## src/rtl/stack_engine_pkg.sv

```systemverilog
// Shared operation codes for the stack engine.
// Assumes a 3-bit operation field from the core; codes above 4 are illegal.
package stack_engine_pkg;
    typedef enum logic [2:0] {
        OP_PUSH  = 3'd0,
        OP_POP   = 3'd1,
        OP_CALL  = 3'd2,
        OP_RCALL = 3'd3,
        OP_RET   = 3'd4
    } stk_op_e;

    // True for the codes the engine accepts.
    function automatic logic op_legal(input logic [2:0] k);
        return k <= 3'd4;
    endfunction
endpackage

```

## src/rtl/stack_ptr.sv

```systemverilog
// Stack pointer register with its two memory-mapped byte views.
// Assumes the sequencer never asks to step up and down in one cycle;
// software writes are honoured only when io_allow is high.
module stack_ptr #(
    parameter logic [15:0] SP_RESET   = 16'h0FFF,
    parameter logic [15:0] SP_LO_ADDR = 16'h003D,
    parameter logic [15:0] SP_HI_ADDR = 16'h003E
) (
    input  logic        clk,
    input  logic        rst_n,
    input  logic        dec_en,
    input  logic        inc_en,
    input  logic        io_allow,
    input  logic        io_we,
    input  logic [15:0] io_addr,
    input  logic [7:0]  io_wdata,
    output logic [7:0]  io_rdata,
    output logic [15:0] sp
);
    // Pointer update: sequencer steps take priority over software writes.
    always_ff @(posedge clk) begin
        if (!rst_n) begin
            sp <= SP_RESET;
        end else if (dec_en) begin
            sp <= sp - 16'd1;
        end else if (inc_en) begin
            sp <= sp + 16'd1;
        end else if (io_allow && io_we) begin
            if (io_addr == SP_LO_ADDR) begin
                sp[7:0] <= io_wdata;
            end else if (io_addr == SP_HI_ADDR) begin
                sp[15:8] <= io_wdata;
            end
        end
    end

    // Read view of the two pointer bytes.
    always_comb begin
        if (io_addr == SP_LO_ADDR)      io_rdata = sp[7:0];
        else if (io_addr == SP_HI_ADDR) io_rdata = sp[15:8];
        else                            io_rdata = 8'h00;
    end
endmodule

```

## src/rtl/stack_seq.sv

```systemverilog
// Byte sequencer: accepts one operation when idle and moves one byte per
// clock through the memory port until the last byte or an out-of-range
// address. Assumes memory read data is valid in the same cycle as its address.
module stack_seq
    import stack_engine_pkg::*;
#(
    parameter int MEM_BYTES = 4096
) (
    input  logic        clk,
    input  logic        rst_n,
    input  logic        op_valid,
    input  logic [2:0]  op_kind,
    input  logic [15:0] sp,
    output logic        accept,
    output logic [2:0]  cur_op,
    output logic [1:0]  byte_idx,
    output logic [15:0] mem_addr,
    output logic        mem_we,
    output logic        dec_en,
    output logic        inc_en,
    output logic        cap_en,
    output logic        busy,
    output logic        done,
    output logic        oob_err
);
    logic        run_q;
    logic        is_wr;
    logic [1:0]  last_idx;
    logic [15:0] addr_c;
    logic        oob;
    logic        xfer_ok;

    // Decode the running operation and the address of the current byte.
    always_comb begin
        is_wr    = (cur_op == OP_PUSH) || (cur_op == OP_CALL) || (cur_op == OP_RCALL);
        last_idx = ((cur_op == OP_PUSH) || (cur_op == OP_POP)) ? 2'd0 : 2'd2;
        addr_c   = is_wr ? sp : (sp + 16'd1);
        oob      = run_q && (32'(addr_c) >= MEM_BYTES);
        xfer_ok  = run_q && !oob;
    end

    assign accept   = !run_q && op_valid && op_legal(op_kind);
    assign busy     = run_q;
    assign mem_addr = run_q ? addr_c : 16'h0000;
    assign mem_we   = xfer_ok && is_wr;
    assign dec_en   = xfer_ok && is_wr;
    assign inc_en   = xfer_ok && !is_wr;
    assign cap_en   = xfer_ok && !is_wr;

    // Operation state: start, byte counting, and completion pulse.
    always_ff @(posedge clk) begin
        if (!rst_n) begin
            run_q    <= 1'b0;
            cur_op   <= OP_PUSH;
            byte_idx <= 2'd0;
            done     <= 1'b0;
            oob_err  <= 1'b0;
        end else begin
            done    <= 1'b0;
            oob_err <= 1'b0;
            if (accept) begin
                run_q    <= 1'b1;
                cur_op   <= op_kind;
                byte_idx <= 2'd0;
            end else if (run_q) begin
                if (oob || (byte_idx == last_idx)) begin
                    run_q   <= 1'b0;
                    done    <= 1'b1;
                    oob_err <= oob;
                end else begin
                    byte_idx <= byte_idx + 2'd1;
                end
            end
        end
    end
endmodule

```

## src/rtl/stack_frame.sv

```systemverilog
// Frame data path: latches the operands of an accepted operation, picks the
// byte to write, gathers popped bytes and forms the new program counter.
// Assumes 17 <= PC_W <= 24 so the return address spans three bytes.
module stack_frame
    import stack_engine_pkg::*;
#(
    parameter int PC_W = 22
) (
    input  logic            clk,
    input  logic            rst_n,
    input  logic            accept,
    input  logic [7:0]      push_byte,
    input  logic [PC_W-1:0] ret_pc,
    input  logic [PC_W-1:0] tgt_in,
    input  logic [2:0]      cur_op,
    input  logic [1:0]      byte_idx,
    input  logic            cap_en,
    input  logic [7:0]      mem_rdata,
    output logic [7:0]      wr_byte,
    output logic [PC_W-1:0] pc_new,
    output logic [7:0]      pop_byte
);
    localparam int TOP_W = PC_W - 16;

    logic [7:0]      push_q;
    logic [PC_W-1:0] ret_q;
    logic [PC_W-1:0] tgt_q;
    logic [PC_W-1:0] asm_q;

    // Operand capture on acceptance.
    always_ff @(posedge clk) begin
        if (!rst_n) begin
            push_q <= 8'h00;
            ret_q  <= '0;
            tgt_q  <= '0;
        end else if (accept) begin
            push_q <= push_byte;
            ret_q  <= ret_pc;
            tgt_q  <= tgt_in;
        end
    end

    // Gather popped bytes, lowest byte first.
    always_ff @(posedge clk) begin
        if (!rst_n) begin
            asm_q <= '0;
        end else if (cap_en) begin
            case (byte_idx)
                2'd0:    asm_q[7:0]       <= mem_rdata;
                2'd1:    asm_q[15:8]      <= mem_rdata;
                default: asm_q[PC_W-1:16] <= mem_rdata[TOP_W-1:0];
            endcase
        end
    end

    // Byte to write: pushed byte, or return address highest byte first.
    always_comb begin
        if (cur_op == OP_PUSH) begin
            wr_byte = push_q;
        end else begin
            case (byte_idx)
                2'd0:    wr_byte = 8'(ret_q[PC_W-1:16]);
                2'd1:    wr_byte = ret_q[15:8];
                default: wr_byte = ret_q[7:0];
            endcase
        end
    end

    // New program counter per operation kind.
    always_comb begin
        case (cur_op)
            OP_CALL:  pc_new = tgt_q;
            OP_RCALL: pc_new = ret_q + tgt_q;
            OP_RET:   pc_new = asm_q;
            default:  pc_new = '0;
        endcase
    end

    assign pop_byte = asm_q[7:0];
endmodule

```

## src/rtl/stack_engine.sv

```systemverilog
// Top of the call/return stack engine: pointer register, byte sequencer and
// frame data path. Assumes one operation at a time from the core and a data
// memory with synchronous write and same-cycle read.
module stack_engine
    import stack_engine_pkg::*;
#(
    parameter int          MEM_BYTES  = 4096,
    parameter int          PC_W       = 22,
    parameter logic [15:0] SP_RESET   = 16'(MEM_BYTES - 1),
    parameter logic [15:0] SP_LO_ADDR = 16'h003D,
    parameter logic [15:0] SP_HI_ADDR = 16'h003E
) (
    input  logic            clk,
    input  logic            rst_n,
    input  logic            op_valid,
    input  logic [2:0]      op_kind,
    input  logic [7:0]      push_byte,
    input  logic [PC_W-1:0] ret_pc,
    input  logic [PC_W-1:0] tgt_in,
    output logic            busy,
    output logic            done,
    output logic            oob_err,
    output logic [7:0]      pop_byte,
    output logic            pc_load,
    output logic [PC_W-1:0] pc_new,
    output logic [15:0]     sp_q,
    output logic [15:0]     mem_addr,
    output logic [7:0]      mem_wdata,
    output logic            mem_we,
    input  logic [7:0]      mem_rdata,
    input  logic            io_we,
    input  logic [15:0]     io_addr,
    input  logic [7:0]      io_wdata,
    output logic [7:0]      io_rdata
);
    logic       accept;
    logic [2:0] cur_op;
    logic [1:0] byte_idx;
    logic       dec_en;
    logic       inc_en;
    logic       cap_en;

    stack_ptr #(
        .SP_RESET  (SP_RESET),
        .SP_LO_ADDR(SP_LO_ADDR),
        .SP_HI_ADDR(SP_HI_ADDR)
    ) u_ptr (
        .clk     (clk),
        .rst_n   (rst_n),
        .dec_en  (dec_en),
        .inc_en  (inc_en),
        .io_allow(!busy),
        .io_we   (io_we),
        .io_addr (io_addr),
        .io_wdata(io_wdata),
        .io_rdata(io_rdata),
        .sp      (sp_q)
    );

    stack_seq #(
        .MEM_BYTES(MEM_BYTES)
    ) u_seq (
        .clk     (clk),
        .rst_n   (rst_n),
        .op_valid(op_valid),
        .op_kind (op_kind),
        .sp      (sp_q),
        .accept  (accept),
        .cur_op  (cur_op),
        .byte_idx(byte_idx),
        .mem_addr(mem_addr),
        .mem_we  (mem_we),
        .dec_en  (dec_en),
        .inc_en  (inc_en),
        .cap_en  (cap_en),
        .busy    (busy),
        .done    (done),
        .oob_err (oob_err)
    );

    stack_frame #(
        .PC_W(PC_W)
    ) u_frame (
        .clk      (clk),
        .rst_n    (rst_n),
        .accept   (accept),
        .push_byte(push_byte),
        .ret_pc   (ret_pc),
        .tgt_in   (tgt_in),
        .cur_op   (cur_op),
        .byte_idx (byte_idx),
        .cap_en   (cap_en),
        .mem_rdata(mem_rdata),
        .wr_byte  (mem_wdata),
        .pc_new   (pc_new),
        .pop_byte (pop_byte)
    );

    // Program counter load on a clean finish of a call or return.
    assign pc_load = done && !oob_err &&
                     ((cur_op == OP_CALL) || (cur_op == OP_RCALL) || (cur_op == OP_RET));
endmodule

```

## config.mk

```make
export PLATFORM = sky130hd
export DESIGN_NAME = stack_engine
export DESIGN_NICKNAME = d
export VERILOG_FILES = /design/src/rtl/stack_engine_pkg.sv /design/src/rtl/stack_ptr.sv /design/src/rtl/stack_seq.sv /design/src/rtl/stack_frame.sv /design/src/rtl/stack_engine.sv
export SDC_FILE = /design/constraint.sdc
export NUM_CORES = 1
export LEC_CHECK = 0
export BUFFER_PORTS_ARGS = -buffer_cell sky130_fd_sc_hd__buf_2
export CAP_MARGIN = 0
export CORE_MARGIN = 2
export CORE_UTILIZATION = 40
export DETAILED_ROUTE_END_ITERATION = 8
export PLACE_DENSITY_LB_ADDON = 0.2
export REMOVE_ABC_BUFFERS = 1
export SYNTH_ARGS = -nofsm -noshare
export SYNTH_HDL_FRONTEND = slang
export SYNTH_SLANG_ARGS = --single-unit
export TNS_END_PERCENT = 100
```

## constraint.sdc

```tcl
create_clock -name clk -period 3.7 [get_ports clk]
set_input_delay 0.555 -clock clk [delete_from_list [all_inputs] [get_ports clk]]
set_output_delay 0.555 -clock clk [all_outputs]
set_load 0.005 [all_outputs]
```

==> results of run 1 <==
## what timing repair did
action / CTS / global route
buffers inserted: 0 / 1
hold buffers: 0 / 0
pin swaps: 2 / 6
setup endpoints to repair: 2 / 6
resized for setup: 0 / 12
## power by group
part / switching, mW / internal [mW] / leakage [nW] / total, mW
registers: 0.0651 / 1.10 / 0.798 / 1.17
logic: 0.306 / 0.238 / 2.36 / 0.543
clock network: 0.415 / 0.492 / 0.139 / 0.907
## sequential cells by signal, summed over array words and instances (netlist names)
| register | cells |
|---|---|
| u_frame.asm_q | 22 |
| u_frame.ret_q | 22 |
| u_frame.tgt_q | 22 |
| u_ptr.sp | 16 |
| u_frame.push_q | 8 |
| u_seq.cur_op | 3 |
| u_seq.byte_idx | 2 |
| u_seq.busy | 1 |
| u_seq.done | 1 |
| u_seq.oob_err | 1 |
## final timing paths
kind / start / end / slack, ns
worst min register to register: u_frame.push_q[0] / u_frame.push_q[0] / 0.47
worst min-delay path: ret_pc[20] / u_frame.ret_q[20] / 0.45
worst max-delay path: u_frame.tgt_q[6] / pc_new[19] / 0.20
worst max register to register: u_ptr.sp[1] / u_frame.asm_q[21] / 0.65
## area by class of cell
| class | count | share of cell area |
|---|---|---|
| diodes | 1 | 0.000328 |
| clock buffers | 12 | 0.0337 |
| clock inverters | 4 | 0.00345 |
| inverters | 17 | 0.00837 |
| multi-input cells | 617 | 0.533 |
| flip-flops and latches | 98 | 0.257 |
| well taps | 211 | 0.0346 |
| repair buffers | 189 | 0.129 |
## cells in the final DEF, fill, tap and decap left out, types with 16 or more instances in the layout
master	n
a21oi_1	22
nor2_1	50
buf_2	173
buf_4	16
ha_1	24
nor2b_1	27
a21boi_0	59
mux2i_1	31
nand2_1	156
a22oi_1	28
inv_1	17
dfxtp_1	98
xnor2_1	23
o21ai_0	16
## tightest hold or removal path, stage by stage
cell      delay [ns]
buf_2           0.09
nand2_1         0.04
a21boi_0        0.06
## kinds of logic (layout without fill, tap and decap cells)
logic type	count (synthesis)	count (layout)	share of synthesized area
and+or+nand+nor	312	312	0.234
AOI/OAI and AO/OA	209	209	0.240
DFF	98	98	0.312
buffers and inverters	79	222	0.0549
xor gates and xnor gates	36	36	0.0513
muxes	34	34	0.0547
adders and majority gates	26	26	0.0529
other	0	1	0
## metal layers
| metal | track usage | vias to the layer above | share of wire |
|---|---|---|---|
| met5 | 0 | - | 0 |
| met4 | 0.0620 | 0 | 0.016 |
| met3 | 0.0467 | 21 | 0.057 |
| met2 | 0.374 | 202 | 0.48 |
| met1 | 0.296 | 2824 | 0.44 |
| li1 | - | 3068 | - |
==> metrics.md, run 1 <==
| Metric | Value |
|---|---|
| Status | finished, final reports clean |
| 1st-pass router iterations | 5 |
| Fin nets | approximately 1000 |
| Total core area | 15300 µm² |
| Number of DRC markers in iteration 0 | 281 |
| Critical Path, Cell by Cell | ha_4, a2111oi_2, o21ai_1, a311oi_2, o211ai_1, a31o_2, a21oi_1, xnor2_1, a21oi_1, nor2_1, buf_2 |
| Syn Inst Count | 794 |
| Clock transition at path regs | 0.07 ns |
| Reg area | 1960 µm² |
| Gpl congestion | around 0.87 |
| Layout Cells excl Fill | 1149 |
| Tmin final | 3.50 ns |
| Final hold vios | 0 |
| WP depth | 11 |
| Area leader, netlist | dfxtp_1 |
| Worst path buffer plus inverter count | 1 |
| Design area | 7620 µm² |
| Crit path kind | flop to primary output |
| Synthesis-to-layout area growth | 21.1% |
| Starting density of the core | 0.412 |
| Worst VDD drop | about 0.23 mV |
| Pre-CTS setup slack | about 0.38 ns |
| WL per Instance | around 16 µm |
| Global-route wire length before repair | 29.4 mm |
| Synth Flop Type | dfxtp_1 |
| CTS tree | built |
| Post-synth EDFFs | 0 |
| Synth top area cells | dfxtp_1 (31%), nand2_1 (9.3%), a21boi_0 (7.0%) |
| Commonest cells post-synth | nand2_1 (156), dfxtp_1 (98), a21boi_0 (59) |
| Core Rows | 45 |
| Skew final | 0.00703 ns |
| Avg Cell Area, Syn | 7.92 µm² |
| Gr ovfl total | 0 |
| Drt drc | 0 |
| Slowest-stage cell, CP | dfxtp_1 |
| Most frequent CP cell | a21oi_1 |
| CTS Sinks | 98 |
| WHS | 0.445 ns |
| Critical Path Source Type | flop |
| H-tree Lvls | 3 |
| Die ar. | 16700 µm² |
| Most common cell in the netlist | nand2_1 |
| MaxCap Viol Count | 0 |
| Syn Std Cell Area | 6290 µm² |
| Final WS setup | approximately 0.20 ns |
| Fillers | ~1600 |
| All-layer global routing usage | 0.225 |
| Unique masters post-synth | 62 |
| Vias in the first global route | 5434 |
| Power Density | 344 nW/µm² |
| Area of the multi-input gates | 4060 µm² |
| Buffers on Ports | 173 |
| Slew @ Worst Pin | 0.857 ns |
| Setup TNS Final | 0 ns |
| Final Setup Violations | 0 |
| RSZ-0062 raised after global routing | no |
| Leakage | 3.30 nW |
| Drt total wl | 18.9 mm |
| Dpl hpwl | 13.8 mm |
| Crit path max fanout | 5 |
| Via count of the routed design | about 6100 |
| Largest net degree at the start of global routing | 58 |
| Crit path max-delay family | compound AO/OA/AOI/OAI gates |
| CP endpoint kind | primary output |
| Clk buf depth | 2 |
| Total power | 2.62 mW |
| Register area share after synthesis | 0.312 |
| HP Class | primary input to flop |
| CP required | 3.14 ns |
| Die Width | 129 µm |
| CTS Buf Count | 9 |
| Die Y-Extent | roughly 130 µm |
| Cell Area, Placed | 7260 µm² |
| Skew-Pair Late Insertion Delay | 0.35 ns |
| Reg2reg path depth | 10 |
| Cell total after placement | ~1100 |
| Vias per cell | 5.32 |
| Clock Tree Root | clkbuf_16 |
| Final slew viol count | 0 |
| FFs w/ async S/R, synth | 0 |
| Utilization after layout | 0.499 |
| Highest clock rate | around 0.29 GHz |
| Rel. slew slack | 0.429 |
| #FFs+latches synth | 98 |
| Post-route ant nets | 0 |
| Ports | about 170 |
| Hold depth | 3 |
| WP data arrival | 2.95 ns |
| Top-area cell type share of the netlist area | 0.312 |
| Share of cells above drive strength 1 | 0.251 |
| Initial antenna violation count | 0 |
| Crit share post-route | 0.946 |
| Synthesis warning total | 0 |
| CP max stage delay | approximately 0.39 ns |
No activity file was read; power rests on OpenSTA's default activity.
==> run 2: changes to the inputs <==
--- a/config.mk
+++ b/config.mk
@@ -7,8 +7,10 @@
 export LEC_CHECK = 0
 export BUFFER_PORTS_ARGS = -buffer_cell sky130_fd_sc_hd__buf_2
 export CAP_MARGIN = 0
+export CELL_PAD_IN_SITES_DETAIL_PLACEMENT = 0
+export CELL_PAD_IN_SITES_GLOBAL_PLACEMENT = 1
 export CORE_MARGIN = 2
-export CORE_UTILIZATION = 40
+export CORE_UTILIZATION = 38
 export DETAILED_ROUTE_END_ITERATION = 8
 export PLACE_DENSITY_LB_ADDON = 0.2
 export REMOVE_ABC_BUFFERS = 1
==> metrics.md, run 2 (same netlist as run 1, synthesis figures left out) <==
| Metric | Value |
|---|---|
| FF-to-FF setup slack | 0.64 ns (about the same) |
| Highest clock rate | 0.290 GHz (+1.4%) |
| Initial antenna violation count | 0 (unchanged) |
| Gr ovfl total | 0 (unchanged) |
| Rel. slew slack | 0.324 (-0.104) |
| Layout Cells excl Fill | 1156 (+0.61%) |
| Hold depth | 3 (unchanged) |
| Reg2reg path depth | 10 (unchanged) |
| Die ar. | 17600 µm² (+5.1%) |
| Cell total after placement | 1140 (+0.80%) |
| Final hold vios | 0 (unchanged) |
| Worst VDD drop | 0.240 mV (+5.5%) |
| Skew-Pair Late Insertion Delay | 0.35 ns (about the same) |
| Setup TNS Final | 0 ns (unchanged) |
| HP Class | primary input to flop |
| Clk buf depth | 2 (unchanged) |
| WL per Instance | 17.0 µm (+3.8%) |
| Final WS setup | 0.246 ns (+0.0472 ns) |
| Slew @ Worst Pin | 1.01 ns (+0.156 ns) |
| Die Width | 133 µm (+2.5%) |
| CP required | 3.14 ns (about the same) |
| Drt drc | 0 (unchanged) |
| RSZ-0062 raised after global routing | no |
| Critical Path Source Type | flop |
| Buffers on Ports | 173 (unchanged) |
| Die Y-Extent | 133 µm (+2.5%) |
| CTS Buf Count | 9 (unchanged) |
| Pre-CTS setup slack | 0.304 ns (-0.0746 ns) |
| Status | finished, final reports clean |
| Vias per cell | 5.25 (-1.4%) |
| Inserted Diodes | 0 (-1) |
| CP endpoint kind | primary output |
| Skew final | 0.00905 ns (+0.00202 ns) |
| Via count of the routed design | 6069 (-0.75%) |
| Top flop regs | u_frame.asm_q x22, u_frame.ret_q x22, u_frame.tgt_q x22 |
| 1st-pass router iterations | 5 (unchanged) |
| Most frequent cells in the layout | buf_2 (173), nand2_1 (156), dfxtp_1 (96) |
| Leakage | 3.32 nW (+0.54%) |
| Core Rows | 47 (+4.4%) |
| Crit path kind | flop to primary output |
| Power Density | 357 nW/µm² (+3.9%) |
| WP data arrival | 2.90 ns (-0.05 ns) |
| Clock transition at path regs | 0.07 ns (about the same) |
| Synthesis-to-layout area growth | 21.9% |
| H-tree Lvls | 3 (unchanged) |
| Crit share post-route | 0.934 (-0.0128) |
| Tmin final | 3.45 ns (-0.0472 ns) |
| Final Setup Violations | 0 (unchanged) |
| Crit path max fanout | 3 (-2) |
| Fin nets | 1049 (unchanged) |
| Share of cells above drive strength 1 | 0.254 (+0.00347) |
| Gpl congestion | 0.860 (-0.67%) |
| Final slew viol count | 0 (unchanged) |
| MaxCap Viol Count | 0 (unchanged) |
| Dpl hpwl | 14.5 mm (+5.0%) |
| Drt total wl | 19.7 mm (+4.5%) |
| CTS Sinks | 98 (unchanged) |
| Largest net degree at the start of global routing | 58 (unchanged) |
| All-layer global routing usage | 0.222 (-0.00303) |
| Post-cts hold buffer count | 0 (unchanged) |
| Ports | 174 (unchanged) |
| CTS tree | built |
| Number of DRC markers in iteration 0 | 332 (+18%) |
| Total core area | 16400 µm² (+7.5%) |
| Post-route ant nets | 0 (unchanged) |
| Clock Tree Root | clkbuf_16 |
| Commonest non-fill, non-tap cell in the layout | buf_2 |
| Starting density of the core | 0.383 (-0.0289) |
| Global-route wire length before repair | 30.9 mm (+5.2%) |
| Vias in the first global route | 5630 (+3.6%) |
-- run 2: area by class of cell --
cell class	count	area, µm²
multi-input cells	617	4060
clock buffers	13	260
fillers	1721	8740
clock inverters	2	60.1
well taps	220	275
repair buffers	189	986
flip-flops and latches	98	1960
inverters	17	63.8
-- run 2: critical path, stage by stage (launching register included) --
cell,delay (ns)
dfxtp_2,0.34
ha_2,0.21
inv_1,0.06
fa_1,0.40
nor2b_1,0.12
o21ai_1,0.09
a21oi_2,0.17
o21ai_2,0.08
a31oi_2,0.25
a211oi_4,0.13
o31ai_2,0.26
xnor2_1,0.10
o22ai_1,0.19
buf_2,0.16
-- run 2: path summary, 6_finish.rpt --
kind	from	to
max	u_frame.tgt_q[0]	pc_new[18]
min	tgt_in[17]	u_frame.tgt_q[17]
max reg2reg	u_ptr.sp[1]	u_frame.asm_q[21]
min reg2reg	u_frame.push_q[6]	u_frame.push_q[6]
-- run 2: stage by stage --
| step | hold WS (ns) | utilization | cell area [µm²] | power [mW] |
|---|---|---|---|---|
| floorplan | 0.444 | - | 6010 | 1.50 |
| global placement | 0.456 | 0.443 | 7270 | 1.74 |
| detailed placement | 0.461 | 0.443 | 7270 | 1.74 |
| CTS | 0.439 | 0.463 | 7600 | 2.77 |
| global route | 0.452 | 0.468 | 7670 | 2.88 |
| finish | 0.451 | 0.468 | 7670 | 2.74 |
-- run 2: repair_timing --
item | 4_1_cts | 5_1_grt
resized for setup | 0 | 16
endpoints found under the setup margin | 3 | 6
pin swaps | 2 | 6
buffers inserted | 1 | 0
-- run 2: power by group --
group	switching, mW	internal, mW	leakage (nW)	total, mW
logic	0.309	0.237	2.36	0.546
clock network	0.396	0.627	0.156	1.02
registers	0.0655	1.10	0.799	1.17
total	0.771	1.97	3.32	2.74
-- run 2: routing by layer --
metal	vias to the layer above	global-route usage	wire length (µm)
met5	-	0	0
met4	0	0.0645	319
met3	18	0.0310	921
met2	169	0.373	9550
met1	2810	0.295	8910
li1	3072	-	-
==> run 3: changes to the inputs <==
--- a/config.mk
+++ b/config.mk
@@ -6,13 +6,14 @@
 export NUM_CORES = 1
 export LEC_CHECK = 0
 export BUFFER_PORTS_ARGS = -buffer_cell sky130_fd_sc_hd__buf_2
-export CAP_MARGIN = 0
+export CAP_MARGIN = 20
 export CELL_PAD_IN_SITES_DETAIL_PLACEMENT = 0
 export CELL_PAD_IN_SITES_GLOBAL_PLACEMENT = 1
 export CORE_MARGIN = 2
 export CORE_UTILIZATION = 38
 export DETAILED_ROUTE_END_ITERATION = 8
 export PLACE_DENSITY_LB_ADDON = 0.2
+export RECOVER_POWER = 25
 export REMOVE_ABC_BUFFERS = 1
 export SYNTH_ARGS = -nofsm -noshare
 export SYNTH_HDL_FRONTEND = slang
==> metrics.md, run 3 (same netlist as run 1, synthesis figures left out) <==
| Metric | Value |
|---|---|
| Via count of the routed design | 6064 (-0.082%) |
| 1st-pass router iterations | 5 (unchanged) |
| Highest clock rate | 0.290 GHz (+0.13%) |
| Critical Path, Cell by Cell | ha_2, inv_1, fa_1, nor2b_1, o21ai_1, a21oi_2, o21ai_2, a31oi_2, a211oi_4, o31ai_2, xnor2_1, o22ai_1, buf_2 |
| Status | finished, final reports clean |
| Top flop regs | u_frame.asm_q x22, u_frame.ret_q x22, u_frame.tgt_q x22 |
| Cell total after placement | 1140 (unchanged) |
| Crit path kind | flop to primary output |
| Vias in the first global route | 5630 (unchanged) |
| MaxCap Viol Count | 0 (unchanged) |
| HP Class | primary input to flop |
| Clk buf depth | 2 (unchanged) |
| Core Rows | 47 (unchanged) |
| Die Width | 133 µm (unchanged) |
| Buffers on Ports | 173 (unchanged) |
| Die ar. | 17600 µm² (unchanged) |
| Critical Path Source Type | flop |
| Rel. slew slack | 0.194 (-0.131) |
| Tmin final | 3.45 ns (-0.00464 ns) |
| Synthesis-to-layout area growth | 21.6% |
| Total core area | 16400 µm² (unchanged) |
| All-layer global routing usage | 0.222 (unchanged) |
| Post-cts hold buffer count | 0 (unchanged) |
| Crit share post-route | 0.932 (-0.00125) |
| Skew-Pair Late Insertion Delay | 0.35 ns (about the same) |
| CTS Sinks | 98 (unchanged) |
| Die Y-Extent | 133 µm (unchanged) |
| Final WS setup | 0.250 ns (+0.00464 ns) |
| Leakage | 3.28 nW (-0.99%) |
| CP endpoint kind | primary output |
| Dpl hpwl | 14.5 mm (unchanged) |
| Inserted Diodes | 0 (unchanged) |
| Number of DRC markers in iteration 0 | 297 (-11%) |
| Largest net degree at the start of global routing | 58 (unchanged) |
| WL per Instance | 17.0 µm (about the same) |
| Vias per cell | 5.25 (about the same) |
| Fin nets | 1049 (unchanged) |
| CTS Buf Count | 9 (unchanged) |
| Commonest non-fill, non-tap cell in the layout | buf_2 |
| Crit path max fanout | 3 (unchanged) |
| WHS | 0.449 ns (-0.00154 ns) |
| Fillers | 1726 (+0.29%) |
| Pre-CTS setup slack | 0.304 ns (unchanged) |
| Clock Tree Root | clkbuf_16 |
| H-tree Lvls | 3 (unchanged) |
| Slowest-stage cell, CP | fa_1 |
| Ports | 174 (unchanged) |
| Drt total wl | 19.7 mm (about the same) |
| Gr ovfl total | 0 (unchanged) |
| Post-route ant nets | 0 (unchanged) |
| Global-route wire length before repair | 30.9 mm (unchanged) |
| Final slew viol count | 0 (unchanged) |
| Skew final | 0.0115 ns (+0.00250 ns) |
| Share of cells above drive strength 1 | 0.243 (-0.0118) |
| Layout Cells excl Fill | 1156 (unchanged) |
| Most frequent cells in the layout | buf_2 (164), nand2_1 (156), dfxtp_1 (96) |
| Clock transition at path regs | 0.07 ns (about the same) |
| RSZ-0062 raised after global routing | no |
| Final Setup Violations | 0 (unchanged) |
| CP max stage delay | 0.40 ns (about the same) |
| CP required | 3.14 ns (about the same) |
| Worst VDD drop | 0.239 mV (about the same) |
| Slew @ Worst Pin | 1.21 ns (+0.196 ns) |
| Setup TNS Final | 0 ns (unchanged) |
| Power Density | 358 nW/µm² (+0.31%) |
| Gpl congestion | 0.860 (unchanged) |
| Final hold vios | 0 (unchanged) |
| Total power | 2.74 mW (about the same) |
| CTS tree | built |
| Drt drc | 0 (unchanged) |
| WP data arrival | 2.89 ns (about the same) |
| Initial antenna violation count | 0 (unchanged) |
| Starting density of the core | 0.383 (unchanged) |
[run 3: metal layers]
layer  wire length (µm)  vias up  global-route usage
met5                  0        -                   0
met4                319        0              0.0645
met3                864       18              0.0310
met2               9550      162               0.373
met1               8950     2810               0.295
li1                   -     3074                   -
[run 3: power by group]
part           leakage [nW]  internal [mW]  switching (mW)
clock                 0.156          0.627           0.400
sequential            0.799           1.10          0.0656
combinational          2.33          0.235           0.308
[run 3: cell type report]
| class | count | area [µm²] | area share |
|---|---|---|---|
| Timing Repair Buffer | 189 | 965 | 0.126 |
| Inverter | 17 | 63.8 | 0.00834 |
| Sequential cell | 98 | 1960 | 0.257 |
| Clock buffer | 13 | 260 | 0.0340 |
| Multi-Input combinational cell | 617 | 4060 | 0.531 |
| Clock inverter | 2 | 60.1 | 0.00785 |
| Tap cell | 220 | 275 | 0.0360 |
[run 3: critical path: cells and delay by family (launching register included)]
kind	cells	cell delay [ns]
AO/OA/AOI/OAI	7	1.17
adder cells (fa/ha/maj)	2	0.61
flip-flops	1	0.34
buffers and inverters	2	0.22
AND/OR/NAND/NOR	1	0.12
XOR/XNOR	1	0.10
[run 3: timing repair]
item,in CTS,in global routing
gates resized for setup,0,16
buffers inserted,1,0
endpoints found under the hold margin,0,0
setup endpoints to repair,3,6
pin swaps,2,6
[run 3: metrics by stage]
stage,area (µm²),utilization
6_report,7650,0.466
5_1_grt,7650,0.466
3_3_place_gp,7270,0.443
4_1_cts,7600,0.463
3_5_place_dp,7270,0.443
2_1_floorplan,6010,-
[run 3: path summary, 6_finish.rpt]
| check | from | endpoint | slack, ns | cells after the start |
|---|---|---|---|---|
| hold reg to reg | u_frame.push_q[6] | u_frame.push_q[6] | 0.47 | 2 |
| setup / recovery | u_frame.tgt_q[0] | pc_new[18] | 0.25 | 13 |
| hold / removal | tgt_in[17] | u_frame.tgt_q[17] | 0.45 | 3 |
| setup reg to reg | u_ptr.sp[1] | u_frame.asm_q[21] | 0.64 | 10 |
